## src/rtl/txn_order_pkg.sv

```systemverilog
`timescale 1ns/1ps
package txn_order_pkg;
  localparam int WORD_W = 32;
  localparam int GID_W  = 16;
  localparam int SEQ_W  = WORD_W - GID_W;

  typedef logic [WORD_W-1:0] cmt_word_t;
  typedef logic [GID_W-1:0]  gid_t;
  typedef logic [SEQ_W-1:0]  seq_t;

  // Outcome of one lane in one cycle
  typedef enum logic [1:0] {
    V_IDLE   = 2'd0,
    V_ACCEPT = 2'd1,
    V_RETRY  = 2'd2,
    V_FAULT  = 2'd3
  } verdict_e;

  function automatic gid_t word_gid(cmt_word_t w);
    return w[WORD_W-1 -: GID_W];
  endfunction

  function automatic seq_t word_seq(cmt_word_t w);
    return w[SEQ_W-1:0];
  endfunction

  function automatic seq_t seq_advance(seq_t s);
    return s + seq_t'(1);
  endfunction

  // Ordering rule: equal -> go, ahead -> replay, behind or unknown group -> fault
  function automatic verdict_e judge(logic valid, logic in_range, seq_t expected, seq_t seq);
    if (!valid)          return V_IDLE;
    if (!in_range)       return V_FAULT;
    if (seq == expected) return V_ACCEPT;
    if (seq > expected)  return V_RETRY;
    return V_FAULT;
  endfunction
endpackage

```

## src/rtl/txn_seq_table.sv

```systemverilog
`timescale 1ns/1ps
module txn_seq_table
  import txn_order_pkg::*;
#(
  parameter int NUM_GROUPS = 8,
  parameter int NUM_PROCS  = 4,
  localparam int IDX_W = (NUM_GROUPS > 1) ? $clog2(NUM_GROUPS) : 1
) (
  input  logic                                clk,
  input  logic                                rst_n,
  input  logic                                clear,
  input  logic [NUM_PROCS-1:0]                wr_en,
  input  logic [NUM_PROCS-1:0][IDX_W-1:0]     wr_idx,
  input  seq_t [NUM_PROCS-1:0]                wr_val,
  output seq_t [NUM_GROUPS-1:0]               entries,
  output logic [NUM_GROUPS-1:0]               group_hit
);
  for (genvar g = 0; g < NUM_GROUPS; g++) begin : g_entry
    seq_t cur;
    seq_t nxt;
    logic hit;

    // Later lanes overwrite earlier ones: they hold the furthest-advanced value
    always_comb begin
      hit = 1'b0;
      nxt = clear ? '0 : cur;
      for (int p = 0; p < NUM_PROCS; p++) begin
        if (wr_en[p] && (wr_idx[p] == IDX_W'(g))) begin
          hit = 1'b1;
          nxt = wr_val[p];
        end
      end
    end

    always_ff @(posedge clk) begin
      if (!rst_n) cur <= '0;
      else        cur <= nxt;
    end

    assign entries[g]   = cur;
    assign group_hit[g] = hit;
  end
endmodule

```

## src/rtl/txn_order_lane.sv

```systemverilog
`timescale 1ns/1ps
module txn_order_lane
  import txn_order_pkg::*;
#(
  parameter int IDX        = 0,
  parameter int NUM_PROCS  = 4,
  parameter int NUM_GROUPS = 8,
  localparam int IDX_W  = (NUM_GROUPS > 1) ? $clog2(NUM_GROUPS) : 1,
  localparam int BUMP_W = $clog2(NUM_PROCS + 1)
) (
  input  logic                      valid,
  input  seq_t                      seq_in,
  input  logic                      clear,
  input  seq_t [NUM_GROUPS-1:0]     entries,
  input  gid_t [NUM_PROCS-1:0]      all_gid,
  input  logic [NUM_PROCS-1:0]      acc_in,
  output logic [NUM_PROCS-1:0]      acc_out,
  output verdict_e                  verdict,
  output logic [IDX_W-1:0]          grp_idx,
  output seq_t                      next_val
);
  gid_t              my_gid;
  logic              in_range;
  seq_t              base;
  seq_t              expected;
  logic [BUMP_W-1:0] bump;

  assign my_gid   = all_gid[IDX];
  assign in_range = my_gid < gid_t'(NUM_GROUPS);
  assign grp_idx  = my_gid[IDX_W-1:0];
  assign base     = (clear || !in_range) ? '0 : entries[grp_idx];

  // Count accepts granted to lower lanes of the same group this cycle
  always_comb begin
    bump = '0;
    for (int j = 0; j < NUM_PROCS; j++) begin
      if (j < IDX && acc_in[j] && (all_gid[j] == my_gid))
        bump = bump + BUMP_W'(1);
    end
  end

  assign expected = base + seq_t'(bump);
  assign verdict  = judge(valid, in_range, expected, seq_in);
  assign next_val = seq_advance(seq_in);

  always_comb begin
    acc_out      = acc_in;
    acc_out[IDX] = (verdict == V_ACCEPT);
  end
endmodule

```

## src/rtl/txn_resp_stage.sv

```systemverilog
`timescale 1ns/1ps
module txn_resp_stage
  import txn_order_pkg::*;
#(
  parameter int NUM_PROCS = 4
) (
  input  logic                 clk,
  input  logic                 rst_n,
  input  verdict_e             verdict [NUM_PROCS],
  output logic [NUM_PROCS-1:0] resp_valid,
  output logic [NUM_PROCS-1:0] resp_accept,
  output logic [NUM_PROCS-1:0] resp_rollback,
  output logic [NUM_PROCS-1:0] resp_error
);
  verdict_e held [NUM_PROCS];

  always_ff @(posedge clk) begin
    for (int p = 0; p < NUM_PROCS; p++) begin
      if (!rst_n) held[p] <= V_IDLE;
      else        held[p] <= verdict[p];
    end
  end

  always_comb begin
    for (int p = 0; p < NUM_PROCS; p++) begin
      resp_valid[p]    = (held[p] != V_IDLE);
      resp_accept[p]   = (held[p] == V_ACCEPT);
      resp_rollback[p] = (held[p] == V_RETRY);
      resp_error[p]    = (held[p] == V_FAULT);
    end
  end
endmodule

```

## src/rtl/txn_seq_gate.sv

```systemverilog
`timescale 1ns/1ps
module txn_seq_gate
  import txn_order_pkg::*;
#(
  parameter int NUM_PROCS  = 4,
  parameter int NUM_GROUPS = 8,
  localparam int IDX_W = (NUM_GROUPS > 1) ? $clog2(NUM_GROUPS) : 1
) (
  input  logic                        clk,
  input  logic                        rst_n,
  input  logic                        tbl_clear,
  input  logic [NUM_PROCS-1:0]        req_valid,
  input  logic [NUM_PROCS*WORD_W-1:0] req_word,
  output logic [NUM_PROCS-1:0]        resp_valid,
  output logic [NUM_PROCS-1:0]        resp_accept,
  output logic [NUM_PROCS-1:0]        resp_rollback,
  output logic [NUM_PROCS-1:0]        resp_error
);
  // Named internal events, visible to the bound checker
  gid_t [NUM_PROCS-1:0]            lane_gid;
  seq_t [NUM_PROCS-1:0]            lane_seq;
  verdict_e                        lane_verdict [NUM_PROCS];
  logic [NUM_PROCS-1:0][IDX_W-1:0] lane_idx;
  seq_t [NUM_PROCS-1:0]            lane_next;
  logic [NUM_PROCS-1:0]            lane_accept;
  seq_t [NUM_GROUPS-1:0]           table_entries;
  logic [NUM_GROUPS-1:0]           group_hit;

  for (genvar i = 0; i < NUM_PROCS; i++) begin : g_lane
    logic [NUM_PROCS-1:0] acc_prior;
    logic [NUM_PROCS-1:0] acc_seen;

    assign lane_gid[i] = word_gid(req_word[i*WORD_W +: WORD_W]);
    assign lane_seq[i] = word_seq(req_word[i*WORD_W +: WORD_W]);

    // Accept history flows lane to lane in index order
    if (i == 0) begin : g_head
      assign acc_prior = '0;
    end else begin : g_link
      assign acc_prior = g_lane[i-1].acc_seen;
    end

    txn_order_lane #(
      .IDX        (i),
      .NUM_PROCS  (NUM_PROCS),
      .NUM_GROUPS (NUM_GROUPS)
    ) u_lane (
      .valid    (req_valid[i]),
      .seq_in   (lane_seq[i]),
      .clear    (tbl_clear),
      .entries  (table_entries),
      .all_gid  (lane_gid),
      .acc_in   (acc_prior),
      .acc_out  (acc_seen),
      .verdict  (lane_verdict[i]),
      .grp_idx  (lane_idx[i]),
      .next_val (lane_next[i])
    );
  end

  assign lane_accept = g_lane[NUM_PROCS-1].acc_seen;

  txn_seq_table #(
    .NUM_GROUPS (NUM_GROUPS),
    .NUM_PROCS  (NUM_PROCS)
  ) u_table (
    .clk       (clk),
    .rst_n     (rst_n),
    .clear     (tbl_clear),
    .wr_en     (lane_accept),
    .wr_idx    (lane_idx),
    .wr_val    (lane_next),
    .entries   (table_entries),
    .group_hit (group_hit)
  );

  txn_resp_stage #(
    .NUM_PROCS (NUM_PROCS)
  ) u_resp (
    .clk           (clk),
    .rst_n         (rst_n),
    .verdict       (lane_verdict),
    .resp_valid    (resp_valid),
    .resp_accept   (resp_accept),
    .resp_rollback (resp_rollback),
    .resp_error    (resp_error)
  );
endmodule

```

## config.mk

```make
export PLATFORM = sky130hd
export DESIGN_NAME = txn_seq_gate
export DESIGN_NICKNAME = d
export VERILOG_FILES = /design/src/rtl/txn_order_pkg.sv /design/src/rtl/txn_seq_table.sv /design/src/rtl/txn_order_lane.sv /design/src/rtl/txn_resp_stage.sv /design/src/rtl/txn_seq_gate.sv
export SDC_FILE = /design/constraint.sdc
export NUM_CORES = 1
export LEC_CHECK = 0
export ABC_AREA = 1
export BUFFER_PORTS_ARGS = -buffer_cell sky130_fd_sc_hd__clkbuf_2
export CORE_MARGIN = 5
export CORE_UTILIZATION = 41
export DETAILED_ROUTE_END_ITERATION = 8
export GPL_TIMING_DRIVEN = 0
export MAX_ROUTING_LAYER = met4
export SYNTH_ARGS = -nofsm -noshare
export SYNTH_HDL_FRONTEND = slang
export SYNTH_SLANG_ARGS = --single-unit
export TNS_END_PERCENT = 50
```

## constraint.sdc

```tcl
create_clock -name clk -period 16.12 [get_ports clk]
set_input_delay 3.224 -clock clk [delete_from_list [all_inputs] [get_ports clk]]
set_output_delay 3.224 -clock clk [all_outputs]
set_load 0.02 [all_outputs]
```

# Yosys cells after proc, flatten, opt, wreduce, memory -nomap -nowiden
# Memories as Yosys holds them, arrays and structs flattened.
# Index checks and enable logic that the tools add are counted.
totals:
  output_inout_bits: 16
  inputBits: 135
  mem_bits_rw: 8
  wordCells: 276
  memories: 1
  register_bits: 128
op_classes:
  add_sub_neg: 10
  n_lt_le_gt_ge: 12
  reduce_logical: 62
  n_eq_ne: 54
  bitwise_logic: 4
  n_mux: 125
memory_table:
  columns: ["memory", "words", "width", "read_ports", "rd_ports_with_merged_regs", "write_ports", "line", "text"]
  rows:
  - ["u_resp.held", 4, 2, 4, 0, 4, "txn_resp_stage.sv:15", "verdict_e held [NUM_PROCS];"]
ops:
  columns: ["cell", "n"]
  rows:
  - ["16-bit 2-to-1 mux", 41]
  - ["16-bit binary-select mux with 3-bit select", 4]
  - ["16-bit == test", 10]
  - ["2-bit 2-to-1 mux", 36]
  - ["16-bit by 1-bit adder with 16-bit output, second input constant", 4]
  - ["16-bit > comparator", 4]
  - ["16-bit by 4-bit < comparator with 1-bit output, second input constant", 4]
  - ["16-bit by 3-bit adder with 16-bit output", 3]
  - ["3-bit == test, second input constant", 16]
  - ["1-bit 2-to-1 mux", 41]
  - ["5-bit nonzero test", 8]
  - ["1-bit logical AND", 38]
  - ["3-bit by 2-bit == test with 1-bit output, second input constant", 8]
  - ["2-bit by 1-bit == test with 1-bit output, second input constant", 8]
  - ["2-bit == test, second input constant", 8]
  - ["3-bit by 4-bit < comparator with 1-bit output, second input constant", 4]
  - ["3-bit by 1-bit == test with 1-bit output, second input constant", 4]
  - ["3-bit zero test", 4]
  - ["3-bit by 1-bit adder with 3-bit output, second input constant", 3]
  - ["3-bit 2-to-1 mux", 3]
  - ["2-bit nonzero test", 4]
  - ["1-bit zero test", 4]
  - ["1-bit logical OR", 4]
  - ["1-bit OR", 4]

# Longest topological paths before layout
depth:
  word_depth: 63
  mapped_depth: 86
  mapped_depth_nobuf: 84

# By module
# From an unflattened synthesis, not the netlist that was laid out.
hier_totals:
  hier_cells: 3921
  area_unflattened_um2: 21144.0
modules_own_cells:
  columns: ["mod", "cells_per_inst", "seq_area_each_um2", "n_inst", "area_each_um2"]
  rows:
  - ["txn_seq_table", 1802, 2562.5, 1, 9857.0]
  - ["txn_order_lane at g_lane[3].u_lane", 668, 0.0, 1, 3519.6]
  - ["txn_order_lane at g_lane[2].u_lane", 522, 0.0, 1, 2826.5]
  - ["txn_order_lane at g_lane[1].u_lane", 537, 0.0, 1, 2728.9]
  - ["txn_order_lane at g_lane[0].u_lane", 338, 0.0, 1, 1878.1]
  - ["txn_resp_stage", 53, 160.2, 1, 330.3]
  - ["txn_seq_gate", 1, 0.0, 1, 3.8]

# Least setup slack after synthesis
# Ideal clock, no wire load.
synth_path:
  kind: "input to register"
  startpoint: "input port req_word[16]"
  endpoint: "register u_table.g_entry[0].cur[2]"
  t_required_ps: 16000
  setup_time_ps: 120
  t_arrival_ps: 13701
  path_stages: 84
  slack_ps: 2299
  n_path_buf: 5
  cell_sequence: "buf_2 -> nor2_1 -> buf_2 -> inv_1 -> clkbuf_1 -> buf_1 -> o22ai_1 -> o21ai_0 -> nand3_1 -> ha_1 -> nand2_1 -> nor2_1 -> nand2_1 -> inv_1 -> nand3_1 -> nor2_1 -> nand2_1 -> nor3_1 -> (+48 left out) -> nand2_1 -> nand2_1 -> nand2_1 -> ha_1 -> nand2_1 -> nor2_2 -> nand2_1 -> inv_1 -> nand3_2 -> nor2_8 -> nand3_4 -> nor2_8 -> inv_2 -> nand3_2 -> nor2_4 -> buf_4 -> a21oi_1 -> a21oi_1"
synth_between:
  elab_chain_len: 55
  elab_cells_between_ends: 104
  cone_classes: "add/sub (6); order compare (5); eq/ne (11); mux (68); reduce/logical (14)"
synth_rtl:
  columns: ["element", "line", "text"]
  rows:
  - ["start: declaration", "txn_seq_gate.sv:13", "input logic [NUM_PROCS*WORD_W-1:0] req_word,"]
  - ["16-bit by 4-bit < comparator with 1-bit output", "txn_order_lane.sv:29", "assign in_range = my_gid < gid_t'(NUM_GROUPS);"]
  - ["1-bit zero test", "txn_order_lane.sv:31", "assign base = (clear || !in_range) ? '0 : entries[grp_idx];"]
  - ["1-bit logical OR", "txn_order_lane.sv:31", null]
  - ["16-bit 2-to-1 mux", "txn_order_lane.sv:31", null]
  - ["16-bit > comparator", "txn_order_pkg.sv:36", "if (seq > expected) return V_RETRY;"]
  - ["1-bit 2-to-1 mux (2 in series)", "txn_order_pkg.sv:36", null]
  - ["1-bit 2-to-1 mux", "txn_order_pkg.sv:35", "if (seq == expected) return V_ACCEPT;"]
  - ["1-bit 2-to-1 mux", "txn_order_pkg.sv:34", "if (!in_range) return V_FAULT;"]
  - ["(+38 left out)", null, null]
  - ["1-bit 2-to-1 mux", "txn_order_pkg.sv:34", null]
  - ["2-bit 2-to-1 mux", "txn_order_pkg.sv:37", "return V_FAULT;"]
  - ["2-bit 2-to-1 mux", "txn_order_pkg.sv:36", null]
  - ["2-bit 2-to-1 mux", "txn_order_pkg.sv:35", null]
  - ["2-bit 2-to-1 mux", "txn_order_pkg.sv:34", null]
  - ["2-bit by 1-bit == test with 1-bit output", "txn_order_lane.sv:48", "acc_out[IDX] = (verdict == V_ACCEPT);"]
  - ["1-bit logical AND", "txn_seq_table.sv:28", "if (wr_en[p] && (wr_idx[p] == IDX_W'(g))) begin"]
  - ["5-bit nonzero test (no source line) or 16-bit 2-to-1 mux (tied branches)", null, null]
  - ["end signal: assignment", "txn_seq_table.sv:37", "else cur <= nxt;"]
  - ["end: declaration", "txn_seq_table.sv:19", "seq_t cur;"]
# Parallel ways exist; a longest one is shown, timed or not. The select of a mux whose other input is x is not followed.
# A chain may end at the register's enable or synchronous reset.

# Final worst setup path
layout_path:
  startpoint: "input port req_word[17]"
  endpoint: "register u_table.g_entry[3].cur[10]"
layout_between:
  elab_chain_len: 55
  elab_cells_between_ends: 104
  cone_classes: "add/sub (6); order compare (5); eq/ne (12); mux (68); reduce/logical (13)"
layout_rtl:
  columns: ["element", "line"]
  rows:
  - ["16-bit by 4-bit < comparator with 1-bit output", "txn_order_lane.sv:29"]
  - ["1-bit zero test", "txn_order_lane.sv:31"]
  - ["1-bit logical OR", "txn_order_lane.sv:31"]
  - ["16-bit 2-to-1 mux", "txn_order_lane.sv:31"]
  - ["16-bit > comparator", "txn_order_pkg.sv:36"]
  - ["1-bit 2-to-1 mux (2 in series)", "txn_order_pkg.sv:36"]
  - ["1-bit 2-to-1 mux", "txn_order_pkg.sv:35"]
  - ["1-bit 2-to-1 mux", "txn_order_pkg.sv:34"]
  - ["(+38 left out)", null]
  - ["1-bit 2-to-1 mux", "txn_order_pkg.sv:34"]
  - ["2-bit 2-to-1 mux", "txn_order_pkg.sv:37"]
  - ["2-bit 2-to-1 mux", "txn_order_pkg.sv:36"]
  - ["2-bit 2-to-1 mux", "txn_order_pkg.sv:35"]
  - ["2-bit 2-to-1 mux", "txn_order_pkg.sv:34"]
  - ["2-bit by 1-bit == test with 1-bit output", "txn_order_lane.sv:48"]
  - ["1-bit logical AND", "txn_seq_table.sv:28"]
  - ["5-bit nonzero test (no source line) or 16-bit 2-to-1 mux (tied branches)", null]
  - ["end signal: assignment", "txn_seq_table.sv:37"]
  - ["end: declaration", "txn_seq_table.sv:19"]
# Parallel ways exist; a longest one is shown, timed or not. The select of a mux whose other input is x is not followed.

==> results.tsv <==
metric	value	unit
status	finished, violations left	
violations	capacitance limit, slew limit	
p_per_area	54.9	mW/mm^2
fin_crit	15.80	ns
synthMuxAreaShare	0.0533	%
pwr-share-seq	31.6	%
yosys.cell_types.count	65	
finalSetupTns	0	ns
syn_nets	3449	
fp.dieArea	0.0502	mm^2
synth-xor-area-share	6.28	%
synth-simple-area-share	36.4	%
slew_viol_final	16	
fp.dieW	224	um
worstSetupPathType	in -> reg	
cts_max_level	4	
slowest_stage	a2111oi_1	
hold_buffers	0	
clk_latency	0.48	ns
synth-compound-area-share	26.0	%
synth_top_family_by_area	simple AND/OR/NAND/NOR gates	
clock-sinks	136	
cp.required	16.47	ns
firstDrtPassIters	6	
start_kind	input pin	
clockBufferDepth	2	
yosysTopAreaCellShare	15.6	%
synth-adder-area-share	5.41	%
relSlewSlack	-9.63	%
cts_tree	yes	
post_drt_via_cell_ratio	6.59	
ios	151	
drive_gt1_share	15.1	%
finalHoldViolations	0	
drv_cap	2	
final_area	0.0216	mm^2
port_buffers	141	
p_int	0.000669	W
fin_skew	0.0151	ns
max_slew.worst_pin.slew	1.64	ns
wire_per_inst	31.5	um
grt_pass1_vias	24000	
root_buffer	clkbuf_16	
cts_made_buffers	17	
max_stage_delay	0.93	ns
drt-total-wl	127000	um
yosys-top-cells-area	nand2_1, dfxtp_1, a21oi_1, inv_1, nand3_1	
coreArea	0.0454	mm^2
clkTransAtPathRegs	0.07	ns
yosys_warnings	0	
worst_hold_slack	0.498	ns
hold_class	reg -> reg	
synth_seq_cells	136	
cp_max_fo	10	
crit_family	simple AND/OR/NAND/NOR gates	
grt-ovfl-total	0	
fmax	63.3	MHz
yosys.area.top_type	nand2_1	
ir_worst_vdd	88.8	uV
grt_usage	49.5	%
synth_cells	3234	
end_kind	register	
power.static_leakage	9.57	nW
synth-edff-count	0	
area_delta_synth_final	14.9	%
fin_crit_sh	98.0	%
yosysSeqAreaShare	14.5	%
fillers	4890	
yosys.cell_count.top_type	nand2_1	
cp_data_arrival_time	16.15	ns
drt_iter0_markers	4202	
crit_buf_inv	11	
p_clk_share	34.1	%
routabilityCongestion	1.17	
grt_max_degree	17	
drtAntennaViolNets	0	
syn-cell-area	0.0188	mm^2
post-route-drc-count	0	
netSwitchingPower	0.000515	W
chipHeight	224	um
via_count	26600	
synthArstFlopShare	0	%
num_rows	78	
hpwl	102000	um
setup-violations-final	0	
grt_pass1_wl	174000	um
placed_area	0.0205	mm^2
avgSynthCellArea	5.81	um^2
fin_nets	3635	
cpMostUsedCell	nand2_1	
synthFlopType	dfxtp_1	
start_util	41.4	%
ys_top_cells_by_count	nand2_1, inv_1, nor2_1	
comb_power_share	34.3	%
p_sw_share	43.5	%
antenna_found_initial	8	
kinds of logic after synthesis:
logic type | after synthesis
simple gates | 1515
compound gates | 850
buf+inv | 520
flops | 136
xor+xnor | 132
fa+ha+maj | 80
mux | 1
sequential cells by signal, summed over array words and instances, names as in the netlist:
signal               flops
u_table.g_entry.cur    128
u_resp.held              8
what timing repair did:
| action | in CTS | in global routing |
|---|---|---|
| hold endpoints to repair | 0 | 0 |
| gates resized for setup | 41 | 109 |
| endpoints found under the setup margin | 130 | 129 |
| setup buffers | 4 | 14 |
| pin swaps | 3 | 15 |
metrics by stage:
stage,total power (W),setup WS [ns],cells,util [%]
floorplan,0.000553,2.30,3234,-
global placement,0.000734,-1.62,3975,44.6
detailed placement,0.000745,-1.92,3985,45.2
CTS,0.00114,0.00241,4020,46.7
global route,0.00120,-0.0437,4037,47.5
finish,0.00118,0.321,4045,47.6
power groups by stage:
stage | Combinational (W) | Sequential (W) | Clock, W
floorplan | 0.000189 | 0.000365 | 0
detailed placement | 0.000366 | 0.000379 | 0
global placement | 0.000354 | 0.000380 | 0
finish | 0.000406 | 0.000375 | 0.000403
CTS | 0.000370 | 0.000372 | 0.000399
global route | 0.000414 | 0.000373 | 0.000413
final timing paths:
kind,startpoint,end,slack [ns],cells past startpoint
max,req_word[17],u_table.g_entry[3].cur[10],0.32,75
min,u_table.g_entry[5].cur[0],u_table.g_entry[5].cur[0],0.50,2
max reg2reg,u_table.g_entry[7].cur[0],u_table.g_entry[3].cur[10],3.22,74
min reg2reg,u_table.g_entry[5].cur[0],u_table.g_entry[5].cur[0],0.50,2
worst min-delay path: stages (launching register included):
cell	delay [ns]
dfxtp_1	0.32
nand2_1	0.07
a21oi_1	0.06
cell usage in the layout (no fill, tap or decap), types with 26 or more instances in the layout:
master	n
a21oi_1	264
buf_2	58
buf_4	33
clkbuf_1	42
clkbuf_2	151
dfxtp_1	136
ha_1	77
inv_1	327
inv_2	26
nand2_1	778
nand3_1	237
nand4_1	61
nor2_1	257
nor2_2	39
nor3_1	30
o21ai_0	215
o21ai_1	72
o21bai_1	44
o22ai_1	136
xnor2_1	34
xor2_1	78
routing by layer:
layer  vias up  global-route usage (%)  wire length [um]
met3       614                    18.0             18100
met4         0                    35.6             12300
met5         -                       -                 0
met1     12500                    58.7             46000
met2      2249                    68.7             50900
li1      11300                       -                 -
area by class of cell:
cell class / count / area (um^2) / area share (%)
multi-input combinational: 2578 / 14300 / 66.2
sequential: 136 / 2720 / 12.6
inverter: 371 / 1420 / 6.57
timing repair buffer: 169 / 998 / 4.63
buffer: 147 / 807 / 3.74
tap: 600 / 751 / 3.48
clock buffer: 17 / 425 / 1.97
clock inverter: 15 / 143 / 0.661
antenna: 12 / 30.0 / 0.139
Note: power is estimated with default switching activity, not from simulation.
